$ cat src/rtl/blist_pkg.sv
package blist_pkg;
  localparam int SEQ_W = 16;

  // a arrived before b (modular arrival numbers)
  function automatic logic seq_before(input logic [SEQ_W-1:0] a, input logic [SEQ_W-1:0] b);
    logic [SEQ_W-1:0] d;
    d = a - b;
    return d[SEQ_W-1];
  endfunction

  function automatic int unsigned svc_cycles(input logic hit, input int unsigned hit_lat,
                                             input int unsigned miss_lat);
    return hit ? hit_lat : miss_lat;
  endfunction

  // higher is more urgent: unlisted beats listed, then row hit
  function automatic logic [1:0] rank_of(input logic listed, input logic hit);
    return {~listed, hit};
  endfunction

  function automatic int unsigned next_run(input logic same, input int unsigned cur,
                                           input int unsigned cap);
    if (!same) return 1;
    return (cur >= cap) ? cap : cur + 1;
  endfunction

  typedef enum logic {BANK_IDLE, BANK_BUSY} bank_st_e;
endpackage

$ cat src/rtl/blist_req_buf.sv
module blist_req_buf
  import blist_pkg::*;
#(
  parameter int DEPTH = 8,
  parameter int APP_W = 1,
  parameter int ROW_W = 4,
  parameter int IDX_W = $clog2(DEPTH)
) (
  input  logic                               clk,
  input  logic                               rst_n,
  input  logic                               enq_valid,
  input  logic [APP_W-1:0]                   enq_app,
  input  logic [ROW_W-1:0]                   enq_row,
  input  logic                               free_en,
  input  logic [IDX_W-1:0]                   free_idx,
  output logic [DEPTH-1:0]                   vld,
  output logic [DEPTH-1:0][APP_W-1:0]        apps,
  output logic [DEPTH-1:0][ROW_W-1:0]        rows,
  output logic [DEPTH-1:0][SEQ_W-1:0]        seqs,
  output logic                               full
);
  logic [IDX_W-1:0] alloc_idx;
  logic [SEQ_W-1:0] seq_ctr;
  logic             accept;

  always_comb begin
    alloc_idx = '0;
    for (int i = DEPTH - 1; i >= 0; i--)
      if (!vld[i]) alloc_idx = IDX_W'(i);
  end

  assign full   = &vld;
  assign accept = enq_valid && !full;

  always_ff @(posedge clk) begin
    if (!rst_n) begin
      vld     <= '0;
      apps    <= '0;
      rows    <= '0;
      seqs    <= '0;
      seq_ctr <= '0;
    end else begin
      if (free_en) vld[free_idx] <= 1'b0;
      if (accept) begin
        vld[alloc_idx]  <= 1'b1;
        apps[alloc_idx] <= enq_app;
        rows[alloc_idx] <= enq_row;
        seqs[alloc_idx] <= seq_ctr;
        seq_ctr         <= seq_ctr + 1'b1;
      end
    end
  end


  full_hold_chk: assert property (@(posedge clk) disable iff (!rst_n)
    (full && !free_en) |=> full);

  free_live_chk: assert property (@(posedge clk) disable iff (!rst_n)
    free_en |-> vld[free_idx]);
endmodule

$ cat src/rtl/blist_pick.sv
module blist_pick
  import blist_pkg::*;
#(
  parameter int DEPTH    = 8,
  parameter int NUM_APPS = 2,
  parameter int APP_W    = 1,
  parameter int ROW_W    = 4,
  parameter int IDX_W    = $clog2(DEPTH)
) (
  input  logic                        clk,
  input  logic                        rst_n,
  input  logic [DEPTH-1:0]            vld,
  input  logic [DEPTH-1:0][APP_W-1:0] apps,
  input  logic [DEPTH-1:0][ROW_W-1:0] rows,
  input  logic [DEPTH-1:0][SEQ_W-1:0] seqs,
  input  logic [NUM_APPS-1:0]         listed,
  input  logic                        row_open,
  input  logic [ROW_W-1:0]            open_row,
  output logic                        sel_valid,
  output logic [IDX_W-1:0]            sel_idx,
  output logic                        sel_hit
);
  logic             unlisted_waiting;
  logic [1:0]       best_rank;
  logic [SEQ_W-1:0] best_seq;

  always_comb begin
    logic       hit_i;
    logic [1:0] rk;
    sel_valid = 1'b0;
    sel_idx   = '0;
    sel_hit   = 1'b0;
    best_rank = '0;
    best_seq  = '0;
    for (int i = 0; i < DEPTH; i++) begin
      hit_i = row_open && (rows[i] == open_row);
      rk    = rank_of(listed[apps[i]], hit_i);
      if (vld[i] && (!sel_valid || rk > best_rank ||
                     (rk == best_rank && seq_before(seqs[i], best_seq)))) begin
        sel_valid = 1'b1;
        sel_idx   = IDX_W'(i);
        sel_hit   = hit_i;
        best_rank = rk;
        best_seq  = seqs[i];
      end
    end
  end

  always_comb begin
    unlisted_waiting = 1'b0;
    for (int i = 0; i < DEPTH; i++)
      if (vld[i] && !listed[apps[i]]) unlisted_waiting = 1'b1;
  end


  unlisted_first_chk: assert property (@(posedge clk) disable iff (!rst_n)
    unlisted_waiting |-> !listed[apps[sel_idx]]);

  pick_live_chk: assert property (@(posedge clk) disable iff (!rst_n)
    sel_valid |-> vld[sel_idx]);
endmodule

$ cat src/rtl/blist_track.sv
module blist_track
  import blist_pkg::*;
#(
  parameter int NUM_APPS     = 2,
  parameter int APP_W        = 1,
  parameter int THR_W        = 4,
  parameter int CLEAR_PERIOD = 10000,
  parameter int PER_W        = $clog2(CLEAR_PERIOD)
) (
  input  logic                clk,
  input  logic                rst_n,
  input  logic                issue,
  input  logic [APP_W-1:0]    issue_app,
  input  logic [THR_W-1:0]    threshold,
  output logic [NUM_APPS-1:0] listed
);
  localparam int unsigned RUN_CAP = (1 << THR_W) - 1;

  logic [PER_W-1:0]    per_cnt;
  logic                clr_now;
  logic [THR_W-1:0]    run_len;
  logic [APP_W-1:0]    last_app;
  logic                have_last;
  logic [NUM_APPS-1:0] bl_q, bl_n;
  logic [THR_W-1:0]    run_n;

  assign clr_now = (per_cnt == PER_W'(CLEAR_PERIOD - 1));
  assign run_n   = THR_W'(next_run(have_last && (last_app == issue_app), run_len, RUN_CAP));

  always_comb begin
    bl_n = bl_q;
    if (issue && threshold != '0 && run_n >= threshold) bl_n[issue_app] = 1'b1;
    if (clr_now) bl_n = '0;
  end

  always_ff @(posedge clk) begin
    if (!rst_n) begin
      per_cnt   <= '0;
      run_len   <= '0;
      last_app  <= '0;
      have_last <= 1'b0;
      bl_q      <= '0;
    end else begin
      per_cnt <= clr_now ? '0 : per_cnt + 1'b1;
      bl_q    <= bl_n;
      if (issue) begin
        run_len   <= run_n;
        last_app  <= issue_app;
        have_last <= 1'b1;
      end
    end
  end

  assign listed = bl_q | {NUM_APPS{threshold == '0}};


  period_clear_chk: assert property (@(posedge clk) disable iff (!rst_n)
    clr_now |=> (bl_q == '0));

  run_restart_chk: assert property (@(posedge clk) disable iff (!rst_n)
    (issue && have_last && issue_app != last_app) |=> (run_len == THR_W'(1)));

  zero_thr_chk: assert property (@(posedge clk) disable iff (!rst_n)
    (threshold == '0) |=> ($stable(bl_q) || bl_q == '0));
endmodule

$ cat src/rtl/blist_bank_timer.sv
module blist_bank_timer
  import blist_pkg::*;
#(
  parameter int ROW_W    = 4,
  parameter int HIT_LAT  = 50,
  parameter int MISS_LAT = 200,
  parameter int CNT_W    = $clog2(MISS_LAT + 1)
) (
  input  logic             clk,
  input  logic             rst_n,
  input  logic             issue,
  input  logic [ROW_W-1:0] issue_row,
  input  logic             issue_hit,
  output logic             bank_free,
  output logic             finishing,
  output logic             done,
  output logic             row_open,
  output logic [ROW_W-1:0] open_row
);
  bank_st_e         st;
  logic [CNT_W-1:0] cnt;

  assign finishing = (st == BANK_BUSY) && (cnt == '0);
  assign bank_free = (st == BANK_IDLE) || finishing;

  always_ff @(posedge clk) begin
    if (!rst_n) begin
      st       <= BANK_IDLE;
      cnt      <= '0;
      done     <= 1'b0;
      row_open <= 1'b0;
      open_row <= '0;
    end else begin
      done <= finishing;
      if (issue) begin
        st       <= BANK_BUSY;
        cnt      <= CNT_W'(svc_cycles(issue_hit, HIT_LAT, MISS_LAT) - 1);
        row_open <= 1'b1;
        open_row <= issue_row;
      end else if (finishing) begin
        st <= BANK_IDLE;
      end else if (st == BANK_BUSY) begin
        cnt <= cnt - 1'b1;
      end
    end
  end


  closed_miss_chk: assert property (@(posedge clk) disable iff (!rst_n)
    (issue && !row_open) |-> !issue_hit);

  done_pulse_chk: assert property (@(posedge clk) disable iff (!rst_n)
    done |=> !done);
endmodule

$ cat src/rtl/blist_sched.sv
module blist_sched
  import blist_pkg::*;
#(
  parameter int DEPTH        = 8,
  parameter int NUM_APPS     = 2,
  parameter int APP_W        = 1,
  parameter int ROW_W        = 4,
  parameter int THR_W        = 4,
  parameter int HIT_LAT      = 50,
  parameter int MISS_LAT     = 200,
  parameter int CLEAR_PERIOD = 10000
) (
  input  logic                clk,
  input  logic                rst_n,
  input  logic                enq_valid,
  input  logic [APP_W-1:0]    enq_app,
  input  logic [ROW_W-1:0]    enq_row,
  input  logic [THR_W-1:0]    threshold,
  output logic                full,
  output logic                iss_valid,
  output logic [APP_W-1:0]    iss_app,
  output logic [ROW_W-1:0]    iss_row,
  output logic                iss_hit,
  output logic                done,
  output logic [NUM_APPS-1:0] blacklist
);
  localparam int IDX_W = $clog2(DEPTH);
  localparam int CNT_W = $clog2(MISS_LAT + 1);

  logic [DEPTH-1:0]            vld;
  logic [DEPTH-1:0][APP_W-1:0] apps;
  logic [DEPTH-1:0][ROW_W-1:0] rows;
  logic [DEPTH-1:0][SEQ_W-1:0] seqs;
  logic                        sel_valid, sel_hit;
  logic [IDX_W-1:0]            sel_idx;
  logic                        bank_free, finishing, row_open;
  logic [ROW_W-1:0]            open_row;
  logic                        issue;

  assign issue = bank_free && sel_valid;

  blist_req_buf #(.DEPTH(DEPTH), .APP_W(APP_W), .ROW_W(ROW_W), .IDX_W(IDX_W)) u_buf (
    .clk(clk), .rst_n(rst_n), .enq_valid(enq_valid), .enq_app(enq_app), .enq_row(enq_row),
    .free_en(issue), .free_idx(sel_idx), .vld(vld), .apps(apps), .rows(rows), .seqs(seqs),
    .full(full));

  blist_pick #(.DEPTH(DEPTH), .NUM_APPS(NUM_APPS), .APP_W(APP_W), .ROW_W(ROW_W),
               .IDX_W(IDX_W)) u_pick (
    .clk(clk), .rst_n(rst_n), .vld(vld), .apps(apps), .rows(rows), .seqs(seqs),
    .listed(blacklist), .row_open(row_open), .open_row(open_row),
    .sel_valid(sel_valid), .sel_idx(sel_idx), .sel_hit(sel_hit));

  blist_track #(.NUM_APPS(NUM_APPS), .APP_W(APP_W), .THR_W(THR_W),
                .CLEAR_PERIOD(CLEAR_PERIOD)) u_track (
    .clk(clk), .rst_n(rst_n), .issue(issue), .issue_app(apps[sel_idx]),
    .threshold(threshold), .listed(blacklist));

  blist_bank_timer #(.ROW_W(ROW_W), .HIT_LAT(HIT_LAT), .MISS_LAT(MISS_LAT)) u_bank (
    .clk(clk), .rst_n(rst_n), .issue(issue), .issue_row(rows[sel_idx]), .issue_hit(sel_hit),
    .bank_free(bank_free), .finishing(finishing), .done(done), .row_open(row_open),
    .open_row(open_row));

  always_ff @(posedge clk) begin
    if (!rst_n) begin
      iss_valid <= 1'b0;
      iss_app   <= '0;
      iss_row   <= '0;
      iss_hit   <= 1'b0;
    end else begin
      iss_valid <= issue;
      if (issue) begin
        iss_app <= apps[sel_idx];
        iss_row <= rows[sel_idx];
        iss_hit <= sel_hit;
      end
    end
  end

  // independent service-length watcher for the latency assertion
  logic [CNT_W:0] since_iss;
  logic [CNT_W:0] lat_q;
  always_ff @(posedge clk) begin
    if (!rst_n) begin
      since_iss <= '0;
      lat_q     <= '0;
    end else if (issue) begin
      since_iss <= (CNT_W+1)'(1);
      lat_q     <= (CNT_W+1)'(svc_cycles(sel_hit, HIT_LAT, MISS_LAT));
    end else if (since_iss != '1) begin
      since_iss <= since_iss + 1'b1;
    end
  end


  svc_length_chk: assert property (@(posedge clk) disable iff (!rst_n)
    finishing |-> (since_iss == lat_q));

  back_to_back_chk: assert property (@(posedge clk) disable iff (!rst_n)
    (finishing && vld != '0) |=> (iss_valid && done));

  hit_row_chk: assert property (@(posedge clk) disable iff (!rst_n)
    (iss_valid && iss_hit) |-> (iss_row == $past(open_row)));
endmodule

$ cat config.mk
export PLATFORM = sky130hd
export DESIGN_NAME = blist_sched
export DESIGN_NICKNAME = d
export VERILOG_FILES = /design/src/rtl/blist_pkg.sv /design/src/rtl/blist_req_buf.sv /design/src/rtl/blist_pick.sv /design/src/rtl/blist_track.sv /design/src/rtl/blist_bank_timer.sv /design/src/rtl/blist_sched.sv
export SDC_FILE = /design/constraint.sdc
export NUM_CORES = 1
export LEC_CHECK = 0
export ABC_AREA = 1
export BUFFER_PORTS_ARGS = -buffer_cell sky130_fd_sc_hd__clkbuf_2
export CAP_MARGIN = 5
export CORE_MARGIN = 1.5
export CORE_UTILIZATION = 64
export DETAILED_ROUTE_END_ITERATION = 12
export MAX_ROUTING_LAYER = met4
export PLACE_DENSITY_LB_ADDON = 0.05
export SETUP_SLACK_MARGIN = 0.5
export SLEW_MARGIN = 40
export SYNTH_ARGS = -nofsm -noshare
export SYNTH_HDL_FRONTEND = slang
export SYNTH_SLANG_ARGS = --single-unit
$ cat constraint.sdc
create_clock -name clk -period 19.4 [get_ports clk]
set_input_delay 1.94 -clock clk [delete_from_list [all_inputs] [get_ports clk]]
set_output_delay 1.94 -clock clk [all_outputs]
set_load 0.005 [all_outputs]
After elaboration in Yosys (flattened, before gate mapping) --
Index checks and enable logic that the tools add are counted.
Operators by class: muxes and demuxes 89, bitwise operators 15, equal/unequal tests 18, reduce and logical (&&, ||, !) cells 62, $lt $le $gt $ge 23, add/subtract/negate cells 12
Operator list (number):
- $bwmux W128 | 1
- $mux W16 | 8
- $sub A16 B16 Y16 | 7
- $mux W8 | 7
- $demux W16 S3 | 1
- $mux W1 | 39
- $mux W3 | 12
- $bwmux W32 | 1
- $eq A4 B4 Y1 | 8
- $logic_and A1 B1 Y1 | 31
- $lt A1 B2 Y1 const B | 9
- $mux W2 | 9
- $add A16 B1 Y16 const B | 1
- $mux W4 | 4
- $sub A8 B1 Y8 const B | 2
- $logic_or A1 B1 Y1 | 15
- $add A14 B1 Y14 const B | 1
- $eq A14 B14 Y1 const B | 1
- $eq A2 B2 Y1 | 7
- $gt A2 B2 Y1 | 7
- $bmux W4 S3 | 1
- $demux W4 S3 | 1
- $not A1 Y1 | 10
- $and A8 B8 Y8 | 1
- 23 further kinds | 35
Storage, ports and cells: flip-flop bits (word level) 230, input bits 12, word-level logic and storage cells 256, output and inout port bits 11

Logic depth before layout (Yosys ltp) --
Gate-level depths: netlist of run 1.
word-level depth 51, gate-level depth with buffers 131, gate-level depth less buffers 121

By module --
A second synthesis of run 1 with hierarchy kept.
Unflattened totals: cell total of the unflattened synthesis 2361, area, all modules 15115.7 µm²
By module, submodules not included:
- blist_req_buf | sequential area each 3843.7 µm², instances 1, area an instance 7785.0 µm², cells an instance 1140
- blist_pick | sequential area each 0.0 µm², instances 1, area an instance 4529.3 µm², cells an instance 777
- blist_track | sequential area each 440.4 µm², instances 1, area an instance 1208.7 µm², cells an instance 173
- blist_bank_timer | sequential area each 300.3 µm², instances 1, area an instance 833.3 µm², cells an instance 118
- blist_sched | sequential area each 140.1 µm², instances 1, area an instance 759.5 µm², cells an instance 153

Worst setup path after synthesis of run 1 --
No wires, ideal clock.
path kind input -> register, start point input threshold[0], end point register u_track.bl_q[1], cell stages on the path 102, required time 19272 ps, arrival time 14933 ps, setup time 128 ps, setup slack 4339 ps, cell sequence nor4_1 > nor2_1 > inv_1 > a21oi_1 > o21ai_0 > ha_1 > inv_1 > o21bai_1 > a21oi_1 > nand2_2 > nand2_2 > clkbuf_1 > nand2_1 > o21ai_0 > ha_1 > a21oi_1 > nor2_1 > a2111oi_0 > [66 not listed] > buf_6 > nand2_2 > nor2_2 > nand3_2 > nand2_2 > nor2_4 > nand2_2 > nand4_1 > inv_1 > ha_1 > inv_1 > a21oi_1 > o21a_1 > o21a_1 > o21ai_0 > nor3_1 > nor2_1 > nor2_1
Between the ends: cells in the longest elaborated chain, start to end 48
Ends and longest elaborated chain:
- start: declaration | RTL line blist_sched.sv:18 | input logic [THR_W-1:0] threshold,
- $logic_not A4 Y1 * | RTL line blist_track.sv:54 | assign listed = bl_q | {NUM_APPS{threshold == '0}};
- $or A2 B2 Y2 * | RTL line blist_track.sv:54
- named net blacklist[1] | RTL line blist_sched.sv:25 | output logic [NUM_APPS-1:0] blacklist
- $mux W1 (implied by the code) (2 in a row) | RTL line blist_pick.sv:37 | rk = rank_of(listed[apps[i]], hit_i);
- $not A1 Y1 | RTL line blist_pkg.sv:18 | return {~listed, hit};
- $mux W2 | RTL line blist_pick.sv:38 | if (vld[i] && (!sel_valid || rk > best_rank ||
- $gt A2 B2 Y1 or $eq A2 B2 Y1 (tied branches) | RTL line blist_pick.sv:38, blist_pick.sv:39
- $logic_or A1 B1 Y1 or $logic_and A1 B1 Y1 (tied branches) | RTL line blist_pick.sv:38, blist_pick.sv:39
- [32 not listed]
- $mux W3 | RTL line blist_pick.sv:38
- $bmux W1 S3 | RTL line blist_sched.sv:55 | .clk(clk), .rst_n(rst_n), .issue(issue), .issue_app(apps[sel_idx]),
- $mux W1 (implied by the code) | RTL line blist_sched.sv:55
- $eq A1 B1 Y1 (tied with other cells) | RTL line blist_track.sv:28 | assign run_n = THR_W'(next_run(have_last && (last_app == issue_app), run_len, RUN_CAP));
- $logic_and A1 B1 Y1 (on tied branches) | RTL line blist_track.sv:28, blist_track.sv:32
- $mux W4 or $mux W1 (tied branches) | RTL line blist_pkg.sv:24, blist_track.sv:32
- $ge A4 B4 Y1 or $demux W1 S1 (tied branches)
- $logic_and A1 B1 Y1 or $or A2 B2 Y2 (tied branches)
- end signal: assignment | RTL line blist_track.sv:45 | bl_q <= bl_n;
- end: declaration | RTL line blist_track.sv:24 | logic [NUM_APPS-1:0] bl_q, bl_n;
Mark *: on every way through the listed nets, which the timed path passes. The rest lies on a longest branch. The select of a mux whose other input is x is not followed. A chain may end at the register's enable or synchronous reset.

Worst setup path in the final report of run 1 --
start point input threshold[0], end point register u_track.bl_q[1]
Between the ends: cells in the longest elaborated chain, start to end 48
Ends and longest elaborated chain (RTL line):
- $logic_not A4 Y1 | blist_track.sv:54
- $or A2 B2 Y2 | blist_track.sv:54
- $mux W1 (implied by the code) (2 in a row) | blist_pick.sv:37
- $not A1 Y1 | blist_pkg.sv:18
- $mux W2 | blist_pick.sv:38
- $gt A2 B2 Y1 or $eq A2 B2 Y1 (tied branches) | blist_pick.sv:38, blist_pick.sv:39
- $logic_or A1 B1 Y1 or $logic_and A1 B1 Y1 (tied branches) | blist_pick.sv:38, blist_pick.sv:39
- $logic_or A1 B1 Y1 | blist_pick.sv:38
- [31 not listed]
- $mux W3 | blist_pick.sv:38
- $bmux W1 S3 | blist_sched.sv:55
- $mux W1 (implied by the code) | blist_sched.sv:55
- $eq A1 B1 Y1 (tied with other cells) | blist_track.sv:28
- $logic_and A1 B1 Y1 (on tied branches) | blist_track.sv:28, blist_track.sv:32
- $mux W4 or $mux W1 (tied branches) | blist_pkg.sv:24, blist_track.sv:32
- $ge A4 B4 Y1 or $demux W1 S1 (tied branches)
- $logic_and A1 B1 Y1 or $or A2 B2 Y2 (tied branches)
Several ways; a longest one is shown, not always the timed one. The select of a mux whose other input is x is not followed.

==> results.md, run 1 <==
* Final core occ at 0.706
* #FFs+latches synth at between 200 and 250
* Total number of yosys warnings at 0
* Maximum resistive drop on vdd at around 0.000075 V
* Synthesized instance count at around 1.9k
* Post-synthesis area per instance at 6.97 µm²
* Post-synth net total at 2051
* Most frequent cells after synthesis: sky130_fd_sc_hd__nand2_1, sky130_fd_sc_hd__o21ai_0, sky130_fd_sc_hd__a21oi_1
* Number of antenna violations at the first check in global routing at 0
* Smallest setup slack after layout at 2360 ps
* Detailed-route wire length per cell at roughly 17 µm
* I/O pin count at 23
* Hpwl dp at between 20000 and 30000 µm
* Clock tree sinks at 230
* Highest fanout seen on the critical path at 38
* Lkg Pwr at around 6.4 nW
* # diodes at 0
* Critical path class: input pin to flip-flop
* First-pass detailed-route iteration total at 6
* EDFF count, synth at 0
* Delay-heaviest family, CP: compound AO/OA/AOI/OAI gates
* RSZ-0062 raised after global routing: no
* Global-route wire length before repair at 59400 µm
* Detail Route Antenna Nets at 0
* Area of all placed cells without fillers at about 14000 µm²
* Class of the most critical hold timing path: flip-flop to flip-flop
* Num rows at 52
* Drt first-iter violations at ~1.1k
* Via density per instance at roughly 6
* Fraction of final layout cells sized beyond drive strength 1 at 0.0675
* Starting utilization of the core area at 0.657
* Sum of buffers and inverters on the critical path at 5
* Area added between synthesis and finish at 7.49%
* TritonCTS Buffers at 26
* Placement-stage cell area at between 10000 and 15000 µm²
* Residual DRC count at 0
* Buffer cell driving the clock tree root: sky130_fd_sc_hd__clkbuf_16
* Power density over the cells at slightly below 90 nW/µm²
* CP most frequent cell: sky130_fd_sc_hd__nand2_1
* CTS max path bufs at 3
* Largest stage delay on the critical path at 560 ps
* Total gr overflow at 0
* Maximum number of pins on one net before global-route repair at 94
* Chip height at 148 µm
* Data required time at the worst endpoint at between 15000 and 20000 ps
* Number of setup buffers added after CTS at 0
* Die W at ~150 µm
* Total number of vias at 12.7k
* Final Skew at 9.18 ps
* Clk Latency, worst-skew pair at ~540 ps
* Final weighted congestion in routability-driven placement at a little over 0.9
* Number of failing setup endpoints in the final timing report at 0
* Arrival time of the worst setup path at roughly 17000 ps
* Worst-path clk slew at 60 ps
* Number of pins exceeding their max-slew limit in the final report at 0
* Count of max-cap constraint violations at 0
* Via count of the first global-routing pass at about 12k
* Number of nets in the layout at between 2k and 2.5k
* Ratio of final minimum period to clock period at 0.878
* CTS Hold Buffers Added at 0
* Run status: finished, final reports clean
* CP Launch Type: input pin
* Total routing usage reported by global routing at 0.344
* Most instantiated library cell after synthesis: sky130_fd_sc_hd__nand2_1
* Total Power Consumption at about 1.3 mW
* Synth unique cells at 41
* CTS H-Tree Depth at 1
* Die area at between 20000 and 25000 µm²
* Final Hold Slack at between 400 and 500 ps
* Clock tree from TritonCTS: yes
* Leading cell types by total area after synthesis: sky130_fd_sc_hd__dfxtp_1, sky130_fd_sc_hd__ha_1, sky130_fd_sc_hd__o21ai_0
* Final standard cell count with taps included and fillers excluded at 2167
* Final hold violation count at 0
* Synthesized area at roughly 13000 µm²
* Quantity of I/O buffers inserted on ports at 22
* Post-synthesis cell type with the largest combined area: sky130_fd_sc_hd__dfxtp_1
* Total Negative Setup Slacks at 0 ps
* Maximum clock frequency at slightly below 0.06 GHz
* Crit path max-delay cell type: sky130_fd_sc_hd__a2111oi_0
* Final critical delay including setup and external delays at 17040 ps
* Floorplan core area at about 20000 µm²
* Share of synthesized area occupied by flip-flops and latches at 0.344
* Predominant post-synthesis flop cell: sky130_fd_sc_hd__dfxtp_1
* Slew @ Worst Pin at 828 ps
* Post-Place Setup Slack at approximately 1800 ps
* Placed Cells incl. Taps at 2123
* Relative max-transition margin at 0.448
* Final wirelength at roughly 36000 µm
* Critical path capture point type: flip-flop
* Share of Yosys cell area claimed by the top area cell type at 0.344
* Post-synthesis async set-or-reset flop share at 0
## sequential cells by signal (all words and copies together), names as in the netlist, 2 cells and up
signal and cells:
u_bank.cnt 8, u_buf.apps 8, u_bank.open_row 4, u_track.run_len 4, u_track.bl_q 2, u_buf.rows 32
u_buf.seq_ctr 16, u_buf.vld 8, u_buf.seqs 128, u_track.per_cnt 14
## layout by cell type (no fill, tap or decap), types with 16 or more instances in the layout
cell type / n
sky130_fd_sc_hd__a21oi_1: 241
sky130_fd_sc_hd__nand4_1: 19
sky130_fd_sc_hd__nand3_1: 94
sky130_fd_sc_hd__clkbuf_2: 21
sky130_fd_sc_hd__dfxtp_1: 229
sky130_fd_sc_hd__nand2_1: 323
sky130_fd_sc_hd__nand2_2: 18
sky130_fd_sc_hd__nor3_1: 20
sky130_fd_sc_hd__ha_1: 120
sky130_fd_sc_hd__nor2_1: 179
sky130_fd_sc_hd__o21ai_0: 284
sky130_fd_sc_hd__inv_1: 160
sky130_fd_sc_hd__o21ai_1: 16
sky130_fd_sc_hd__clkbuf_16: 27
## path summary, 6_finish.rpt
check | start | endpoint | slack [ps] | cells after the start
max | threshold[0] | u_track.bl_q[1]$_SDFFE_PP0P_ | 2360 | 95
min | u_track.per_cnt[0]$_SDFF_PP0_ | u_track.per_cnt[0]$_SDFF_PP0_ | 450 | 1
max reg2reg | u_bank.open_row[1]$_SDFFE_PN0P_ | u_track.bl_q[1]$_SDFFE_PP0P_ | 3100 | 93
min reg2reg | u_track.per_cnt[0]$_SDFF_PP0_ | u_track.per_cnt[0]$_SDFF_PP0_ | 450 | 1
## cell type report
cell class	count	area, µm²
sequential	230	4610
clock inverter	8	96.3
tap	270	338
inverter	174	653
fill	1712	5980
clock buffer	36	759
timing repair buffer	32	188
multi-input combinational	1417	7740
## repair_timing
item	4_1_cts	5_1_grt
gates resized for setup	0	2
endpoints found under the hold margin	0	0
setup endpoints to repair	0	2
## layer usage
metal,part of all wire,GRT usage,vias to the layer above,routed length [µm]
met4,0.023,0.0915,0,850
met1,0.46,0.479,5737,16700
met5,0,-,-,0
met3,0.080,0.0454,57,2920
li1,-,-,6445,-
met2,0.43,0.528,447,15700
## power by group
part	total (mW)	switching (mW)	internal [mW]
clock	0.495	0.198	0.297
sequential	0.511	0.0214	0.490
combinational	0.257	0.167	0.0898
total	1.26	0.386	0.877
## cells by family after synthesis
group	synth area share
simple gates	0.214
compound gates	0.240
flops	0.344
xor+xnor	0.0118
fa+ha+maj	0.112
buf+inv	0.0786
No activity file was read; power rests on OpenSTA's default activity.
==> run 2, diff against run 1 <==
- CORE_UTILIZATION: 64 -> 58
- clock period: 19.4 -> 14.15 ns (I/O delays scaled with it)
==> run 2 against run 1 <==
  * Final area rose by 21%
  * Wire length rose by 18%
  * Combinational power rose by 110%
  * Global-route usage rose by 0.18 points
  * First-iteration DRC count rose by 2.7%
  * Clock power rose by 48%
  * Sequential cell count did not move
  * Final cell count rose by 10%
  * Sequential share of layout area fell by 5.5 points
  * Critical path type unchanged
==> results.md, run 2 (synthesized netlist as in run 1, its figures left out) <==
* Final hold violation count at 0 (unchanged)
* CP Launch Type: input pin
* Via density per instance at 5.92 (+1.1%)
* Count of max-cap constraint violations at 0 (unchanged)
* Flip-flop and latch area at 4600 µm² (about the same)
* Final critical delay including setup and external delays at approximately 14000 ps
* Drt first-iter violations at 1078 (+2.7%)
* Via count of the first global-routing pass at 12.9k (+9.4%)
* Class of the most critical hold timing path: flip-flop to flip-flop
* Number of pins exceeding their max-slew limit in the final report at 0 (unchanged)
* Maximum resistive drop on vdd at 0.000119 V (+59%)
* Most common cell after layout, fill and taps aside: sky130_fd_sc_hd__nand2_1
* RSZ-0062 raised after global routing: yes
* Fill cells at 1672 (-2.3%)
* TritonCTS Buffers at 26 (unchanged)
* Largest registers ranked by flip-flop count: u_buf.seqs (128), u_buf.rows (32), u_buf.seq_ctr (16)
* Critical path capture point type: flip-flop
* Met3 GRT Util at 0.0474 (+0.00198)
* Clock tree sinks at 230 (unchanged)
* Number of failing setup endpoints in the final timing report at 0 (unchanged)
* Crit path max-delay cell type: sky130_fd_sc_hd__ha_1
* Number of nets in the layout at 2212 (+9.9%)
* Die area at 24000 µm² (+10%)
* Fraction of final layout cells sized beyond drive strength 1 at 0.236 (+0.169)
* Final wirelength at 42900 µm (+18%)
* Clk Latency, worst-skew pair at 550 ps (about the same)
* Total gr overflow at 0 (unchanged)
* Buffer cell driving the clock tree root: sky130_fd_sc_hd__clkbuf_16
* Die W at 155 µm (+4.9%)
* Maximum clock frequency at approximately 0.072 GHz
* Hpwl dp at 28200 µm (+9.3%)
* Final weighted congestion in routability-driven placement at 0.899 (-3.1%)
* CP most frequent cell: sky130_fd_sc_hd__nand2_1
* CTS H-Tree Depth at 1 (unchanged)
* Area added between synthesis and finish at 29.6%
* Area of the multi-input gates at 8960 µm² (+16%)
* CTS max path bufs at 3 (unchanged)
* Run status: finished, final reports clean
* Slew @ Worst Pin at 913 ps (+85.4 ps)
* Power density over the cells at 114 nW/µm² (+30%)
* CTS Hold Buffers Added at 0 (unchanged)
* Most Used Layer, Global Route: met2
* Quantity of I/O buffers inserted on ports at 22 (unchanged)
* Final Hold Slack at 452 ps (+1.83 ps)
* Ratio of final minimum period to clock period at 0.979
* Worst-path clk slew at 60 ps (about the same)
* Setup slack of the worst register-to-register path at 520 ps (-2580 ps)
* Final standard cell count with taps included and fillers excluded at 2386 (+10%)
* Global-route wire length before repair at 65300 µm (+9.8%)
* Register name with the most flops: u_buf.seqs
* Lkg Pwr at 7.62 nW (+18%)
* Total routing usage reported by global routing at 0.346 (+0.00184)
* Critical path class: input pin to flip-flop
* GR met2 Demand/Resource at 0.546 (+0.0182)
* Placed Cells incl. Taps at 2286 (+7.7%)
* Highest fanout seen on the critical path at 8 (-79%)
* Chip height at 155 µm (+4.9%)
* Maximum number of pins on one net before global-route repair at 64 (-32%)
* Starting utilization of the core area at 0.591 (-0.0661)
* Largest stage delay on the critical path at 320 ps (-240 ps)
* Detailed-route wire length per cell at 18.0 µm (+7.6%)
* Residual DRC count at 0 (unchanged)
* Final core occ at 0.766 (+0.0595)
* First-pass detailed-route iteration total at 6 (unchanged)
* Arrival time of the worst setup path at 14260 ps (-3190 ps)
* Relative max-transition margin at 0.390 (-0.0578)
* Total Power Consumption at 1.98 mW (+57%)
* Met1 Resource Use GR at 0.461 (-0.0173)
* Clock tree from TritonCTS: yes
* Total number of vias at 14.1k (+11%)
* Most frequent cells in the layout: sky130_fd_sc_hd__nand2_1, sky130_fd_sc_hd__dfxtp_1, sky130_fd_sc_hd__a21oi_1
* Detail Route Antenna Nets at 0 (unchanged)
* I/O pin count at 23 (unchanged)
* Total Negative Setup Slacks at 0 ps (unchanged)
* Num rows at 55 (+5.8%)
* Max reg flops at 128 (unchanged)
* Data required time at the worst endpoint at 14560 ps (-5250 ps)
* Final Skew at 23.3 ps (+14.2 ps)
* Number of antenna violations at the first check in global routing at 0 (unchanged)
* Floorplan core area at 22600 µm² (+11%)
-- run 2: cell type report --
class,instances,share of cell area
antenna,1,0.000144
inverter,174,0.0377
sequential,230,0.266
multi-input combinational,1428,0.517
tap,285,0.0206
clock inverter,11,0.00981
timing repair buffer,220,0.105
clock buffer,37,0.0445
-- run 2: metal layers --
layer | share of wire | routed length [µm]
met4 | 0.029 | 1240
met5 | 0 | 0
met3 | 0.079 | 3390
met2 | 0.46 | 19800
met1 | 0.43 | 18500
-- run 2: power breakdown --
part	total, mW	internal [mW]	leakage (nW)	switching, mW
registers	0.695	0.672	1.86	0.0233
clock network	0.734	0.452	0.469	0.282
logic	0.551	0.232	5.29	0.320
-- run 2: what timing repair did --
| item | in CTS | in global routing |
|---|---|---|
| gates cloned | 11 | 4 |
| endpoints found under the setup margin | 25 | 26 |
| setup buffers | 13 | 23 |
| resized for setup | 148 | 176 |
| pin swaps | 36 | 49 |
-- run 2: through the flow --
stage	setup slack, ps	cell area [µm²]
after global placement	-798	14700
final	298	17300
after global routing	-532	17300
after floorplan	513	13400
after CTS	443	16400
after detailed placement	-1190	14700
-- run 2: worst max-delay path, delay by kind of cell --
family / cells / cell delay [ps]
adder cells (fa/ha/maj): 8 / 2100
AND/OR/NAND/NOR: 63 / 5760
buffers and inverters: 12 / 1430
AO/OA/AOI/OAI: 26 / 3540
-- run 2: path summary, 6_finish.rpt --
path                                  from                             to  depth (start not counted)
max                           threshold[2]   u_track.bl_q[0]$_SDFFE_PP0P_                        109
min reg2reg  u_track.per_cnt[0]$_SDFF_PP0_  u_track.per_cnt[0]$_SDFF_PP0_                          1
max reg2reg        u_buf.vld[0]$_SDFF_PN0_   u_track.bl_q[0]$_SDFFE_PP0P_                        108
min          u_track.per_cnt[0]$_SDFF_PP0_  u_track.per_cnt[0]$_SDFF_PP0_                          1
==> run 3, diff against run 2 <==
- CORE_ASPECT_RATIO: unset -> 0.75
- RECOVER_POWER: unset -> 25
==> run 3 against run 2 <==
  * The run now ends with capacitance limit, slew limit, setup timing left
  * Maximum frequency is 4.1% lower
  * Wire length up 5.7%
  * Die area hardly changed
  * Sequential cell count unchanged
  * Critical path depth is 6 lower
  * Largest power group is now sequential cells
  * Highest routed layer unchanged
==> results.md, run 3 (synthesized netlist as in run 1, its figures left out) <==
* Class of the most critical hold timing path: flip-flop to flip-flop
* TritonCTS Buffers at 24 (-7.7%)
* Ratio of final minimum period to clock period at 1.02 (+0.0418)
* Clock tree from TritonCTS: yes
* Detailed-route wire length per cell at 18.9 µm (+5.3%)
* CTS max path bufs at 3 (unchanged)
* Area added between synthesis and finish at 28.7%
* Most frequent cells in the layout: sky130_fd_sc_hd__nand2_1, sky130_fd_sc_hd__dfxtp_1, sky130_fd_sc_hd__a21oi_1
* Placed Cells incl. Taps at 2296 (+0.44%)
* I/O pin count at 23 (unchanged)
* Number of pins exceeding their max-slew limit in the final report at 219 (+219)
* Maximum number of pins on one net before global-route repair at 101 (+58%)
* Num rows at 47 (-15%)
* Sum of buffers and inverters on the critical path at 13 (+1)
* Starting utilization of the core area at 0.599 (+0.00778)
* Die area at 24000 µm² (about the same)
* Critical path capture point type: flip-flop
* Largest registers ranked by flip-flop count: u_buf.seqs (128), u_buf.rows (32), u_buf.seq_ctr (16)
* Relative contribution of the clock network to total power at 0.351 (-0.020)
* Via count of the first global-routing pass at 12.7k (-1.6%)
* Number of antenna violations at the first check in global routing at 0 (unchanged)
* RSZ-0062 raised after global routing: yes
* Register name with the most flops: u_buf.seqs
* Final wirelength at 45400 µm (+5.7%)
* Total number of vias at 14.5k (+2.9%)
* Total routing usage reported by global routing at 0.356 (+0.00967)
* Psw at 0.632 mW (+1.2%)
* Final hold violation count at 0 (unchanged)
* Internal power summed over all cells at 1.30 mW (-4.3%)
* Relative max-transition margin at -1.56 (-1.95)
* Final standard cell count with taps included and fillers excluded at 2396 (+0.42%)
* Arrival time of the worst setup path at 14850 ps (+590 ps)
* Crit path max-delay cell type: sky130_fd_sc_hd__ha_1
* Largest stage delay on the critical path at 340 ps (+20 ps)
* Global-route wire length before repair at 66400 µm (+1.7%)
* CP Launch Type: input pin
* Drt first-iter violations at 1620 (+50%)
* Detail Route Antenna Nets at 0 (unchanged)
* Hpwl dp at 29100 µm (+3.4%)
* Maximum clock frequency at 0.0692 GHz (-4.1%)
* Clk Latency, worst-skew pair at 530 ps (-20 ps)
* Fraction of power consumed by combinational cells at 0.289 (+0.011)
* Quantity of I/O buffers inserted on ports at 22 (unchanged)
* Count of max-cap constraint violations at 3 (+3)
* CP most frequent cell: sky130_fd_sc_hd__nand2_1
* Final weighted congestion in routability-driven placement at 0.955 (+6.3%)
* Final Hold Slack at 453 ps (+1.60 ps)
* Fill cells at 1613 (-3.5%)
* Slew @ Worst Pin at 3840 ps (+2920 ps)
* Seq pwr share at 0.360 (+0.009)
* Chip height at 135 µm (-13%)
* Max reg flops at 128 (unchanged)
* Clock tree sinks at 230 (unchanged)
* Maximum resistive drop on vdd at 0.000104 V (-13%)
* Worst-path clk slew at 70 ps (about the same)
* Switching share of power at 0.328 (+0.0122)
* Final Skew at 12.6 ps (-10.7 ps)
* Residual DRC count at 0 (unchanged)
* Floorplan core area at 22300 µm² (-1.3%)
* First-pass detailed-route iteration total at 6 (unchanged)
* Final critical delay including setup and external delays at 14440 ps (+591 ps)
* Die W at 178 µm (+15%)
* Highest fanout seen on the critical path at 13 (+5)
* Via density per instance at 6.07 (+2.5%)
* Number of failing setup endpoints in the final timing report at 2 (+2)
* Final core occ at 0.771 (+0.00493)
* CTS H-Tree Depth at 1 (unchanged)
* Most common cell after layout, fill and taps aside: sky130_fd_sc_hd__nand2_1
* Buffer cell driving the clock tree root: sky130_fd_sc_hd__clkbuf_16
* Number of nets in the layout at 2218 (+0.27%)
* Run status: finished with violations
* Fraction of final layout cells sized beyond drive strength 1 at 0.232 (-0.00403)
* Lkg Pwr at 7.55 nW (-0.98%)
* Delay-heaviest family, CP: simple AND/OR/NAND/NOR gates
* # diodes at 0 (-1)
* Data required time at the worst endpoint at 14560 ps (about the same)
* Smallest setup slack after layout at -293 ps (-591 ps)
* Violated checks: capacitance limit, slew limit, setup timing
* Critical path class: input pin to flip-flop
* Total gr overflow at 0 (unchanged)
* Power density over the cells at 112 nW/µm² (-1.9%)
-- run 3: cell count changes in the layout (fill, tap and decap cells not counted), sizes merged --
| cell | change |
|---|---|
| bufinv | -2 |
| clkbuf | +3 |
| clkinv | -3 |
| clkinvlp | +2 |
| diode | -1 |
| inv | -1 |
| nand2 | +3 |
-- run 3: area by class of cell --
class	count	area, µm²	share of cell area
inverters	174	667	0.0387
well taps	294	368	0.0214
repair buffers	225	1750	0.101
clock inverters	7	87.6	0.00508
clock buffers	35	743	0.0431
multi-input cells	1431	9010	0.523
flip-flops and latches	230	4600	0.267
-- run 3: through the flow --
step	setup TNS, ps	cell area, µm²	power, mW	setup slack (ps)
floorplan	0	13400	0.973	513
global placement	-2510	14700	1.12	-858
detailed placement	-11170	14700	1.13	-1290
CTS	0	16000	1.83	351
global route	-3320	17200	2.00	-961
finish	-575	17200	1.93	-293
-- run 3: worst reg2reg max path: cells and delay by family (launching register included) --
| kind | cells | cell delay (ps) |
|---|---|---|
| buf+inv | 12 | 2220 |
| simple gates | 56 | 5480 |
| flops | 1 | 340 |
| fa+ha+maj | 8 | 2270 |
| compound gates | 23 | 3650 |
-- run 3: what timing repair did --
item / in CTS / in global routing
pin swaps: 18 / 117
buffers inserted: 10 / 33
setup endpoints to repair: 25 / 27
gates cloned: 10 / 5
hold buffers: 0 / 0
resized for setup: 109 / 220
-- run 3: power by group through the flow --
| stage | clock network (mW) | registers [mW] | logic, mW |
|---|---|---|---|
| 6_report | 0.676 | 0.696 | 0.558 |
| 3_3_place_gp | 0 | 0.706 | 0.414 |
| 4_1_cts | 0.676 | 0.693 | 0.463 |
| 2_1_floorplan | 0 | 0.699 | 0.274 |
| 5_1_grt | 0.698 | 0.698 | 0.607 |
| 3_5_place_dp | 0 | 0.706 | 0.426 |
-- run 3: final timing paths --
| path | startpoint | end | slack, ps | depth (start not counted) |
|---|---|---|---|---|
| setup / recovery | threshold[3] | u_track.bl_q[0]$_SDFFE_PP0P_ | -290 | 103 |
| setup reg to reg | u_bank.open_row[2]$_SDFFE_PN0P_ | u_track.bl_q[0]$_SDFFE_PP0P_ | 110 | 99 |
| hold / removal | u_buf.seqs[118]$_SDFFE_PN0P_ | u_buf.seqs[118]$_SDFFE_PN0P_ | 450 | 2 |
| hold reg to reg | u_buf.seqs[118]$_SDFFE_PN0P_ | u_buf.seqs[118]$_SDFFE_PN0P_ | 450 | 2 |
-- run 3: routing by layer --
layer	wire, µm	track usage	part of all wire	up-vias
met5	0	-	0	-
met4	1070	0.0898	0.024	0
met3	5180	0.0541	0.11	100
met2	19700	0.508	0.43	815
met1	19500	0.522	0.43	6752
li1	-	-	-	6867
